$ cat config.mk
export PLATFORM = sky130hd
export DESIGN_NAME = mulacc_unit
export DESIGN_NICKNAME = d
export VERILOG_FILES = /design/src/rtl/mulacc_pkg.sv /design/src/rtl/mulacc_capture.sv /design/src/rtl/mulacc_datapath.sv /design/src/rtl/mulacc_xcarry.sv /design/src/rtl/mulacc_unit.sv
export SDC_FILE = /design/constraint.sdc
export NUM_CORES = 1
export LEC_CHECK = 0
export BUFFER_PORTS_ARGS = -buffer_cell sky130_fd_sc_hd__buf_2
export CAP_MARGIN = 30
export CORE_MARGIN = 1
export CORE_UTILIZATION = 30
export DETAILED_ROUTE_END_ITERATION = 12
export HOLD_SLACK_MARGIN = 0.12
export SLEW_MARGIN = 20
export SYNTH_ARGS = -nofsm -noshare
export SYNTH_HDL_FRONTEND = slang
export SYNTH_HIERARCHICAL = 1
export SYNTH_SLANG_ARGS = --single-unit
$ cat constraint.sdc
create_clock -name clk -period 4.3 [get_ports clk]
set_input_delay 0.645 -clock clk [delete_from_list [all_inputs] [get_ports clk]]
set_output_delay 0.645 -clock clk [all_outputs]
set_load 0.05 [all_outputs]
$ cat src/rtl/mulacc_pkg.sv
package mulacc_pkg;
   typedef enum logic {
      MUL_OPERATOR = 1'b0,
      MUL_SHIFTADD = 1'b1
   } mul_style_e;
endpackage

$ cat src/rtl/mulacc_capture.sv
module mulacc_capture #(
   parameter int WORD_W = 8,
   parameter int IDX_W  = 5
) (
   input  logic              clk,
   input  logic              rst_n,
   input  logic              take_i,
   input  logic [WORD_W-1:0] src_i,
   input  logic [WORD_W-1:0] imp_i,
   input  logic [WORD_W-1:0] acc_i,
   input  logic [IDX_W-1:0]  idx_i,
   output logic              valid_o,
   output logic [WORD_W-1:0] src_q,
   output logic [WORD_W-1:0] imp_q,
   output logic [WORD_W-1:0] acc_q,
   output logic [IDX_W-1:0]  idx_q
);
   always_ff @(posedge clk or negedge rst_n) begin
      if (!rst_n) begin
         valid_o <= 1'b0;
         src_q   <= '0;
         imp_q   <= '0;
         acc_q   <= '0;
         idx_q   <= '0;
      end else begin
         valid_o <= take_i;
         if (take_i) begin
            src_q <= src_i;
            imp_q <= imp_i;
            acc_q <= acc_i;
            idx_q <= idx_i;
         end
      end
   end

   AST_STAGE_SINGLE: assert property (@(posedge clk) disable iff (!rst_n)
      valid_o |=> !valid_o);
endmodule

$ cat src/rtl/mulacc_datapath.sv
module mulacc_datapath
   import mulacc_pkg::*;
#(
   parameter int         WORD_W = 8,
   parameter mul_style_e STYLE  = MUL_OPERATOR
) (
   input  logic [WORD_W-1:0] a_i,
   input  logic [WORD_W-1:0] b_i,
   input  logic [WORD_W-1:0] c_i,
   input  logic [WORD_W-1:0] d_i,
   output logic [WORD_W-1:0] lo_o,
   output logic [WORD_W-1:0] hi_o
);
   localparam int FULL_W = 2 * WORD_W;
   localparam int WIDE_W = FULL_W + 1;

   logic [FULL_W-1:0] prod;
   logic [WIDE_W-1:0] sum_wide;

   generate
      if (STYLE == MUL_OPERATOR) begin : g_mul_op
         always_comb prod = FULL_W'(a_i) * FULL_W'(b_i);
      end else begin : g_mul_sa
         always_comb begin
            prod = '0;
            for (int k = 0; k < WORD_W; k++) begin
               if (b_i[k]) prod = prod + (FULL_W'(a_i) << k);
            end
         end
      end
   endgenerate

   always_comb begin
      sum_wide = WIDE_W'(prod) + WIDE_W'(c_i) + WIDE_W'(d_i);
      lo_o     = sum_wide[WORD_W-1:0];
      hi_o     = sum_wide[FULL_W-1:WORD_W];
   end

   always_comb begin
      AST_NO_OVERFLOW: assert (sum_wide[FULL_W] !== 1'b1);
   end
endmodule

$ cat src/rtl/mulacc_xcarry.sv
module mulacc_xcarry #(
   parameter int WORD_W = 8
) (
   input  logic              clk,
   input  logic              rst_n,
   input  logic              upd_i,
   input  logic [WORD_W-1:0] upd_val_i,
   input  logic              clr_i,
   output logic [WORD_W-1:0] carry_o
);
   always_ff @(posedge clk or negedge rst_n) begin
      if (!rst_n)      carry_o <= '0;
      else if (upd_i)  carry_o <= upd_val_i;
      else if (clr_i)  carry_o <= '0;
   end

   AST_CLR_EMPTIES: assert property (@(posedge clk) disable iff (!rst_n)
      (clr_i && !upd_i) |=> (carry_o == '0));
   AST_UPD_WINS: assert property (@(posedge clk) disable iff (!rst_n)
      upd_i |=> (carry_o == $past(upd_val_i)));
endmodule

$ cat src/rtl/mulacc_unit.sv
module mulacc_unit
   import mulacc_pkg::*;
#(
   parameter int         WORD_W = 8,
   parameter int         NREGS  = 32,
   parameter mul_style_e STYLE  = MUL_OPERATOR,
   localparam int        IDX_W  = (NREGS > 1) ? $clog2(NREGS) : 1
) (
   input  logic              clk,
   input  logic              rst_n,
   input  logic              issue_i,
   input  logic [WORD_W-1:0] src_i,
   input  logic [WORD_W-1:0] imp_i,
   input  logic [WORD_W-1:0] acc_i,
   input  logic [IDX_W-1:0]  dst_idx_i,
   input  logic              chain_clr_i,
   output logic              busy_o,
   output logic              wb_valid_o,
   output logic [IDX_W-1:0]  wb_idx_o,
   output logic [WORD_W-1:0] wb_data_o
);
   generate
      if (WORD_W < 2) begin : g_bad_width
         $error("mulacc_unit: WORD_W must be at least 2");
      end
      if (NREGS < 2) begin : g_bad_nregs
         $error("mulacc_unit: NREGS must be at least 2");
      end
   endgenerate

   logic              s1_valid;
   logic [WORD_W-1:0] s1_src, s1_imp, s1_acc;
   logic [IDX_W-1:0]  s1_idx;
   logic [WORD_W-1:0] res_lo, res_hi, carry_q;
   logic              take;

   assign take   = issue_i && !s1_valid;
   assign busy_o = s1_valid;

   mulacc_capture #(.WORD_W(WORD_W), .IDX_W(IDX_W)) u_capture (
      .clk(clk), .rst_n(rst_n), .take_i(take),
      .src_i(src_i), .imp_i(imp_i), .acc_i(acc_i), .idx_i(dst_idx_i),
      .valid_o(s1_valid), .src_q(s1_src), .imp_q(s1_imp),
      .acc_q(s1_acc), .idx_q(s1_idx)
   );

   mulacc_datapath #(.WORD_W(WORD_W), .STYLE(STYLE)) u_datapath (
      .a_i(s1_src), .b_i(s1_imp), .c_i(s1_acc), .d_i(carry_q),
      .lo_o(res_lo), .hi_o(res_hi)
   );

   mulacc_xcarry #(.WORD_W(WORD_W)) u_xcarry (
      .clk(clk), .rst_n(rst_n), .upd_i(s1_valid), .upd_val_i(res_hi),
      .clr_i(chain_clr_i), .carry_o(carry_q)
   );

   always_ff @(posedge clk or negedge rst_n) begin
      if (!rst_n) begin
         wb_valid_o <= 1'b0;
         wb_idx_o   <= '0;
         wb_data_o  <= '0;
      end else begin
         wb_valid_o <= s1_valid;
         if (s1_valid) begin
            wb_idx_o  <= s1_idx;
            wb_data_o <= res_lo;
         end
      end
   end

   AST_ACCEPT_BUSY: assert property (@(posedge clk) disable iff (!rst_n)
      (issue_i && !busy_o) |=> busy_o);
   AST_WB_FOLLOWS_BUSY: assert property (@(posedge clk) disable iff (!rst_n)
      wb_valid_o |-> $past(busy_o));
   AST_WB_PULSE: assert property (@(posedge clk) disable iff (!rst_n)
      wb_valid_o |=> !wb_valid_o);
   AST_BUSY_IGNORES: assert property (@(posedge clk) disable iff (!rst_n)
      busy_o |=> !busy_o);
   AST_IDX_HELD: assert property (@(posedge clk) disable iff (!rst_n)
      !busy_o |=> $stable(wb_idx_o));
endmodule

-- Yosys cells after proc, flatten, opt, wreduce, memory -nomap -nowiden
Cells that the tools add are included.
- register bits after elaboration: 52
- input port bits: 33
- output and inout port bits: 15
- $add $sub $neg: 2
- multipliers: 1
- multiplexer cells: 2
- reductions and logical operators: 3
- operators with widths (cell ; number):
    16-bit by 8-bit adder with 16-bit output ; 2
    8-bit by 8-bit multiplier with 16-bit output ; 1
    8-bit two-way mux ; 2
    2-bit nonzero test ; 1
    1-bit logical AND ; 1
    1-bit zero test ; 1

-- Logic depth before layout (Yosys ltp)
Gate-level depths: netlist of the first run.
- depth after elaboration: 4
- gate-level depth with buffers: 18
- mapped depth without buffers: 18

-- By module
The synthesis of the first run kept the hierarchy.
- modules (own cells, without submodules) (module ; times used ; cells each ; area each (um^2) ; sequential area each (um^2)):
    mulacc_datapath ; 1 ; 296 ; 2653.8 ; 0.0
    mulacc_capture ; 1 ; 62 ; 1142.3 ; 750.7
    mulacc_unit ; 1 ; 29 ; 516.7 ; 350.3
    mulacc_xcarry ; 1 ; 18 ; 301.5 ; 200.2

-- Least setup slack after synthesis of the first run
No wires, ideal clock.
- path type: register to register
- from: reg u_capture.src_q[0]
- to: reg u_xcarry.carry_o[5]
- library setup time: 0.121 ns
- arrival time: 4.610 ns
- data required time: 4.179 ns
- slack: -0.431 ns
- stages on the path, launching flop included: 17
- clock period less this slack: 4.731 ns
- path through: dfrtp_1 nand2_1 fa_1 fa_1 inv_1 fa_1 fa_1 inv_1 fa_1 inv_1 ha_1 a211oi_2 o21bai_2 a2111oi_2 nor3_1 xor2_1 a22o_1
- cells in the longest elaborated chain, start to end: 4
- RTL lines (what ; RTL line ; RTL):
    from (decl) ; mulacc_capture.sv:13 ; output logic [WORD_W-1:0] src_q,
    from (signal assigned) ; mulacc_capture.sv:28 ; src_q <= src_i;
    8-bit by 8-bit multiplier with 16-bit output ; mulacc_datapath.sv:22 ; always_comb prod = FULL_W'(a_i) * FULL_W'(b_i);
    16-bit by 8-bit adder with 16-bit output (2 in a row) ; mulacc_datapath.sv:34 ; sum_wide = WIDE_W'(prod) + WIDE_W'(c_i) + WIDE_W'(d_i);
    net res_hi[5] ; mulacc_unit.sv:34 ; logic [WORD_W-1:0] res_lo, res_hi, carry_q;
    8-bit two-way mux ; mulacc_xcarry.sv:13 ; else if (upd_i) carry_o <= upd_val_i;
    to (signal assigned) ; mulacc_xcarry.sv:13 ;
    to (decl) ; mulacc_xcarry.sv:9 ; output logic [WORD_W-1:0] carry_o
The timed path passes the listed nets, and every way through them passes these cells.
A chain may end at the register's enable or synchronous reset.

-- Worst setup path in the final report of the first run
- from: reg u_capture.src_q[5]
- to: reg u_xcarry.carry_o[5]
The elaborated chain is that of the path after synthesis.

==> results of run 1 <==
## metal layers
metal,wire [um],track usage,up-vias,share of wire
met3,245,0.0174,10,0.025
met4,170,0.0446,0,0.017
li1,-,-,1568,-
met1,4320,0.163,1670,0.44
met2,5040,0.228,48,0.52
met5,0,0,-,0
## Yosys cell counts, drive strengths merged (2+ instances only)
library cell,instances,area share
xnor2,8,0.015
mux2,42,0.11
ha,48,0.13
dfrtp,52,0.28
a22o,8,0.015
a21o,4,0.0065
nor2,5,0.0076
nor3,8,0.0087
a21oi,15,0.018
and3,3,0.0041
o21ai,9,0.0098
xor2,4,0.0076
a2111oi,2,0.0052
fa,49,0.21
nand2b,2,0.0027
a31oi,2,0.0027
a211oi,2,0.0043
buf,5,0.011
nand2,30,0.024
nand3,2,0.0022
inv,53,0.043
and2,39,0.053
## sequential cells by signal (all words and copies together), names as in the netlist
register,count
wb_data_o,8
u_xcarry/carry_o,8
u_capture/imp_q,8
wb_valid_o,1
u_capture/valid_o,1
u_capture/src_q,8
u_capture/acc_q,8
u_capture/idx_q,5
wb_idx_o,5
## layout make-up
| cell class | instances | area, sq um | area share |
|---|---|---|---|
| Clock buffer | 6 | 129 | 0.0220 |
| Clock inverter | 2 | 13.8 | 0.00235 |
| Inverter | 53 | 199 | 0.0340 |
| Multi-Input combinational cell | 295 | 3290 | 0.562 |
| Sequential cell | 52 | 1320 | 0.225 |
| Tap cell | 184 | 230 | 0.0394 |
| Timing Repair Buffer | 104 | 674 | 0.115 |
## worst max path at each step
| stage | from | to |
|---|---|---|
| 5_1_grt | u_capture/src_q[2] | u_xcarry/carry_o[5] |
| 3_3_place_gp | u_capture/src_q[5] | u_xcarry/carry_o[2] |
| 2_1_floorplan | u_capture/imp_q[0] | u_xcarry/carry_o[5] |
| 6_report | u_capture/src_q[5] | u_xcarry/carry_o[5] |
| 3_5_place_dp | u_capture/src_q[5] | u_xcarry/carry_o[2] |
| 4_1_cts | u_capture/imp_q[5] | u_xcarry/carry_o[4] |
## through the flow
stage               instances  setup TNS (ps)  utilization  hold WS [ps]  instance area [sq um]
finish                    696           -1510        0.396           461                   5850
detailed placement        680           -2630        0.371           492                   5470
global route              696           -3080        0.396           520                   5850
CTS                       693           -1630        0.390           484                   5760
global placement          679           -2130        0.370           483                   5450
floorplan                 405            -344            -           349                   4680
## what timing repair did
item | 4_1_cts | 5_1_grt
setup endpoints to repair | 10 | 10
resized for setup | 27 | 15
pin swaps | 9 | 6
setup buffers | 5 | 3
## cell families after synthesis
kind of cell	count (synthesis)
AND/OR/NAND/NOR	96
multiplexers	43
buffers and inverters	58
AO/OA/AOI/OAI	47
XOR/XNOR	12
flip-flops	52
adder cells (fa/ha/maj)	97
==> out/metrics.yaml, run 1 <==
min_path:
  hold_path_class: "in2async"
floorplan:
  die-height_um: 126
  die-area_sq_um: 15900
  ios: 48
  initial_utilization: 0.313
  die_w_um: 126
  core_area_sq_um: 14800
  fp-row-count: 44
yosys:
  syn_area_per_cell_sq_um: 11.4
  syn_inst: 405
  yosysSeqAreaShare: 0.282
  yosys.area_share.simple: 0.114
  synth_mux_area_frac: 0.113
  synth_top_family_by_area: "adder cells"
  synth_ff_type: "dfrtp_1"
  yosys_warnings: 6
  ys_ff_latch: 52
  netlist_area_sq_um: 4610
  synthXorXnorAreaFrac: 0.0228
  syn-num-nets: 535
  ys_types: 42
  synthAdderAreaFrac: 0.343
  synth_compound_area_frac: 0.0721
  synth_edf_count: 0
  ys_async_sr_fraction: 1.00
clock_network:
  cts.path.max_buffers: 2
  cts_root_buffer: "clkbuf_16"
  cts_hold_buf: 0
  clock_latency_ps: 300
  htree_levels: 2
  tritoncts: "done"
  numCtsBuffers: 5
  clock-sinks: 52
  clkTransAtPathRegs_ps: 70
cells_and_area:
  final_common_cell: "buf_4"
  n_fill_cell: 1447
  nets: 641
  antenna_cells: 0
  syn2layout_area_growth_pct: 26.8
  final_cell_mix: "55 x buf_4, 50 x inv_1, 47 x buf_2, 47 x fa_1"
  drive_gt1_frac: 0.398
worst_setup_path:
  cp.arrival_ps: 4760
  cpPeakStageDelay_ps: 530
  worstPathCellList: "and2_4 > fa_2 > inv_2 > fa_1 > inv_1 > ha_1 > inv_1 > fa_1 > inv_1 > fa_1 > ha_4 > a21oi_4 > o211ai_2 > a2111oi_2 > nor3_1 > xor2_1 > a22o_1"
  r2r-end: "u_xcarry/carry_o[5]"
  r2r_start: "u_capture/src_q[5]"
  r2r_cells: 17
  rrSetupSlack_ps: -270
  critPathKind: "reg2reg"
  critPathRequiredTime_ps: 4490
  cp-end-kind: "flip-flop"
  cp-start-kind: "flip-flop"
  crit_family: "adder cells"
  critPathMaxFanout: 7
  path_buf_inv: 4
  critPathSlowestCell: "fa_2"
  cp.depth: 17
run_status:
  violations: "negative setup slack"
  outcome: "complete, but fails checks"
placement:
  post-place-ws_ps: -380
  port_buffers: 47
  hpwl_um: 7980
  gp_congestion: 0.852
route:
  wl_per_cell_um: 14.1
  routed-via-count: 3296
  drt_iter0_drc: 106
  drc_errors: 0
  drt-total-wl_um: 9780
  ant_nets: 0
  drt-vias-per-instance: 4.74
  first_pass_iters: 4
grt:
  antenna_found_initial: 0
  grt_max_degree: 53
  grt_pass1_wl_um: 16500
  overflow: 0
  gr-usage-all-layers: 0.130
  grt_pass1_vias: 3390
sta:
  final.period_utilization: 1.06
  fmax_mhz: 219
  timing.final.setup_violations: 9
  max_slew_margin: 0.475
  period_needed_ps: 4570
  slew_viol_final: 0
  timing_hold_violations_final: 0
  setup_slack_ps: -267
  finClkSkew_ps: 7.69
  worst_pin_slew_ps: 788
  rsz0062_at_grt: "true"
job:
  cap_violations: 0
Power of run 1 is not shown: default switching activity piles up to over one toggle a cycle in this logic, so the estimate is an artifact.
==> run 2, diff against run 1 <==
CORE_UTILIZATION = 55   (was 30)
PLACE_DENSITY = 0.78   (was default)
==> out/metrics.yaml, run 2 (same netlist as run 1, synthesis figures left out) <==
floorplan:
  core_area_sq_um: 8180
  die_w_um: 93.6
  initial_utilization: 0.564
  fp-row-count: 33
  ios: 48
  die-height_um: 93.6
  die-area_sq_um: 8760
worst_setup_path:
  critPathMaxFanout: 4
  crit_family: "adder cells"
  cp.arrival_ps: 4940
  path_common_cell: "fa_1"
  path_buf_inv: 5
  critPathSlowestCell: "fa_1"
  worstPathCellList: "buf_6 > nand2_4 > fa_1 > fa_1 > inv_1 > fa_1 > fa_1 > inv_1 > fa_1 > inv_2 > ha_4 > nand4_1 > buf_4 > or2b_1 > mux2i_1 > nor3_1 > o311ai_1 > a22o_1"
  critPathRequiredTime_ps: 4510
  cp-start-kind: "flip-flop"
  cpPeakStageDelay_ps: 500
  critPathKind: "reg2reg"
  cp-end-kind: "flip-flop"
grt:
  overflow: 0
  gr-usage-all-layers: 0.261
  grt_pass1_vias: 3660
  antenna_found_initial: 0
  grt_max_degree: 53
  grt_pass1_wl_um: 17500
placement:
  port_buffers: 47
  hpwl_um: 7610
  post-place-ws_ps: -359
  gp_congestion: 0.888
cells_and_area:
  final_common_cell: "buf_4"
  nets: 646
  antenna_cells: 0
  drive_gt1_frac: 0.420
  syn2layout_area_growth_pct: 26.7
  final_cell_mix: "57 x buf_4, 48 x inv_1, 47 x buf_2"
sta:
  max_slew_margin: 0.454
  setup_slack_ps: -428
  timing_hold_violations_final: 0
  timing.final.setup_violations: 10
  period_needed_ps: 4730
  final.period_utilization: 1.10
  fmax_mhz: 211
  whs_ps: 438
  finClkSkew_ps: 10.5
  worst_pin_slew_ps: 818
  rsz0062_at_grt: "true"
  slew_viol_final: 0
clock_network:
  numCtsBuffers: 5
  cts_hold_buf: 0
  clkTransAtPathRegs_ps: 110
  clock-sinks: 52
  htree_levels: 2
  cts_root_buffer: "clkbuf_8"
  cts.path.max_buffers: 2
  tritoncts: "done"
  clock_latency_ps: 320
run_status:
  violations: "negative setup slack"
  outcome: "complete, but fails checks"
route:
  drc_errors: 0
  drt-vias-per-instance: 5.50
  first_pass_iters: 4
  drt_iter0_drc: 162
  wl_per_cell_um: 17.3
  routed-via-count: 3422
  ant_nets: 0
  drt-total-wl_um: 10800
min_path:
  hold_path_class: "in2async"
job:
  cap_violations: 0
==> run 2: timing repair <==
action,in CTS,in global routing
pin swaps,18,30
resized for setup,38,19
setup buffers,8,7
setup endpoints to repair,9,10
==> run 2: per-stage QoR <==
stage                util  setup TNS, ps  instances  cell area [sq um]
floorplan               -           -344        405               4680
CTS                 0.697          -1620        614               5700
detailed placement  0.653          -2630        598               5340
global route        0.715          -4260        622               5850
global placement    0.653          -2200        598               5340
finish              0.715          -3090        622               5850
==> run 2: cell type report <==
cell class / count / area (sq um)
clock inverter: 3 / 68.8
fill: 557 / 2330
inverter: 53 / 199
timing repair buffer: 109 / 723
multi-input combinational: 295 / 3340
clock buffer: 5 / 68.8
sequential: 52 / 1310
tap: 105 / 131
==> run 2: routing by layer <==
layer  track usage  vias to the layer above  share of wire
li1              -                     1568              -
met1         0.343                     1758           0.41
met2         0.447                       80           0.54
met3        0.0293                       16          0.039
met4        0.0910                        0          0.015
met5             0                        -              0
==> run 2: final timing paths <==
kind                               startpoint                   to  slack (ps)  depth (start not counted)
max in group asynchronous               rst_n   u_capture/imp_q[5]        3360                          2
min reg2reg                      wb_data_o[2]         wb_data_o[2]         510                          1
max                        u_capture/imp_q[2]  u_xcarry/carry_o[4]        -430                         18
max reg2reg                u_capture/imp_q[2]  u_xcarry/carry_o[4]        -430                         18
min in group clk                 wb_data_o[2]         wb_data_o[2]         510                          1
min                                     rst_n           wb_valid_o         440                          2
Power of run 2 is left out for the same reason.
==> run 3, diff against run 2 <==
SETUP_SLACK_MARGIN = 0.15   (was default)
==> out/metrics.yaml, run 3 (same netlist as run 1, synthesis figures left out) <==
sta:
  period_needed_ps: 4650
  slew_viol_final: 0
  final.period_utilization: 1.08
  rsz0062_at_grt: "true"
  worst_pin_slew_ps: 875
  setup_slack_ps: -348
  timing_hold_violations_final: 0
  finClkSkew_ps: 10.8
  timing.final.setup_violations: 9
  max_slew_margin: 0.417
  fmax_mhz: 215
  tns_ps: -2370
floorplan:
  die_w_um: 93.6
  die-height_um: 93.6
  core_area_sq_um: 8180
  die-area_sq_um: 8760
  initial_utilization: 0.564
  fp-row-count: 33
  ios: 48
clock_network:
  clock-sinks: 52
  cts.path.max_buffers: 2
  clkTransAtPathRegs_ps: 110
  cts_root_buffer: "clkbuf_8"
  clock_latency_ps: 320
  htree_levels: 2
  numCtsBuffers: 5
  tritoncts: "done"
run_status:
  violations: "negative setup slack"
  outcome: "complete, but fails checks"
cells_and_area:
  antenna_cells: 0
  final_cell_mix: "54 x buf_4, 47 x buf_2, 47 x fa_1"
  utilization: 0.721
  drive_gt1_frac: 0.434
  final_cells: 623
  nets: 647
  final_common_cell: "buf_4"
  syn2layout_area_growth_pct: 27.7
route:
  routed-via-count: 3490
  ant_nets: 0
  drt-vias-per-instance: 5.60
  drt-total-wl_um: 10900
  drc_errors: 0
  drt_iter0_drc: 155
  wl_per_cell_um: 17.5
  first_pass_iters: 4
worst_setup_path:
  r2r_start: "u_capture/imp_q[1]"
  cp-end-kind: "flip-flop"
  critPathRequiredTime_ps: 4570
  cp.arrival_ps: 4920
  r2r_cells: 15
  critPathLaunch: "u_capture/imp_q[1]"
  crit_end: "u_xcarry/carry_o[4]"
  critPathKind: "reg2reg"
  cp-start-kind: "flip-flop"
  critPathMaxFanout: 5
  rrSetupSlack_ps: -350
  r2r-end: "u_xcarry/carry_o[4]"
grt:
  overflow: 0
  gr-usage-all-layers: 0.258
  grt_pass1_vias: 3637
  antenna_found_initial: 0
  grt_pass1_wl_um: 17400
  grt_max_degree: 47
job:
  cap_violations: 0
placement:
  hpwl_um: 7680
  port_buffers: 47
  gp_congestion: 0.908
  dp.cells: 601
min_path:
  hold_path_class: "reg2reg"
==> run 3: area by class of cell <==
type	instances	area (sq um)
Fill cell	537	2280
Clock buffer	5	68.8
Tap cell	105	131
Sequential cell	52	1310
Inverter	53	199
Timing Repair Buffer	110	744
Multi-Input combinational cell	295	3410
Clock inverter	3	27.5
==> run 3: worst min-delay path by stage <==
stage          depth (start not counted)               start            endpoint  slack, ps
2_1_floorplan                          0               rst_n  u_capture/acc_q[0]        350
3_3_place_gp                           1               rst_n          wb_valid_o        470
3_5_place_dp                           1               rst_n  u_capture/idx_q[4]        480
4_1_cts                                1               rst_n  u_capture/idx_q[4]        120
5_1_grt                                1  u_capture/idx_q[0]  u_capture/idx_q[0]        540
6_report                               1        wb_data_o[2]        wb_data_o[2]        510
==> run 3: routing by layer <==
layer / vias up / track usage / part of all wire
met3: 24 / 0.0398 / 0.042
li1: 1569 / - / -
met1: 1801 / 0.339 / 0.41
met2: 96 / 0.439 / 0.53
met4: 0 / 0.0795 / 0.024
met5: - / 0 / 0
==> run 3: metrics by stage <==
stage	setup WS (ps)	hold slack (ps)	area, sq um
finish	-348	513	5890
global route	-467	535	5890
CTS	-282	121	5720
detailed placement	-407	476	5360
global placement	-316	473	5360
floorplan	-97.1	349	4680
==> run 3: repair_timing <==
| action | 4_1_cts | 5_1_grt |
|---|---|---|
| resized for setup | 44 | 27 |
| buffers inserted | 8 | 4 |
| pin swaps | 32 | 22 |
| hold endpoints to repair | 0 | 6 |
| hold buffers | 0 | 1 |
| setup endpoints to repair | 10 | 12 |
==> run 3: worst max-delay path, cell delays in order, from the launching register on <==
cell	delay [ps]
dfrtp_2	470
and2_4	180
fa_1	460
fa_1	490
inv_1	50
fa_1	480
fa_1	520
inv_1	60
fa_1	480
ha_4	330
and3_4	200
a31oi_4	100
o21a_1	150
or3_4	370
o311ai_2	80
a22o_1	170
Power of run 3 is left out for the same reason.
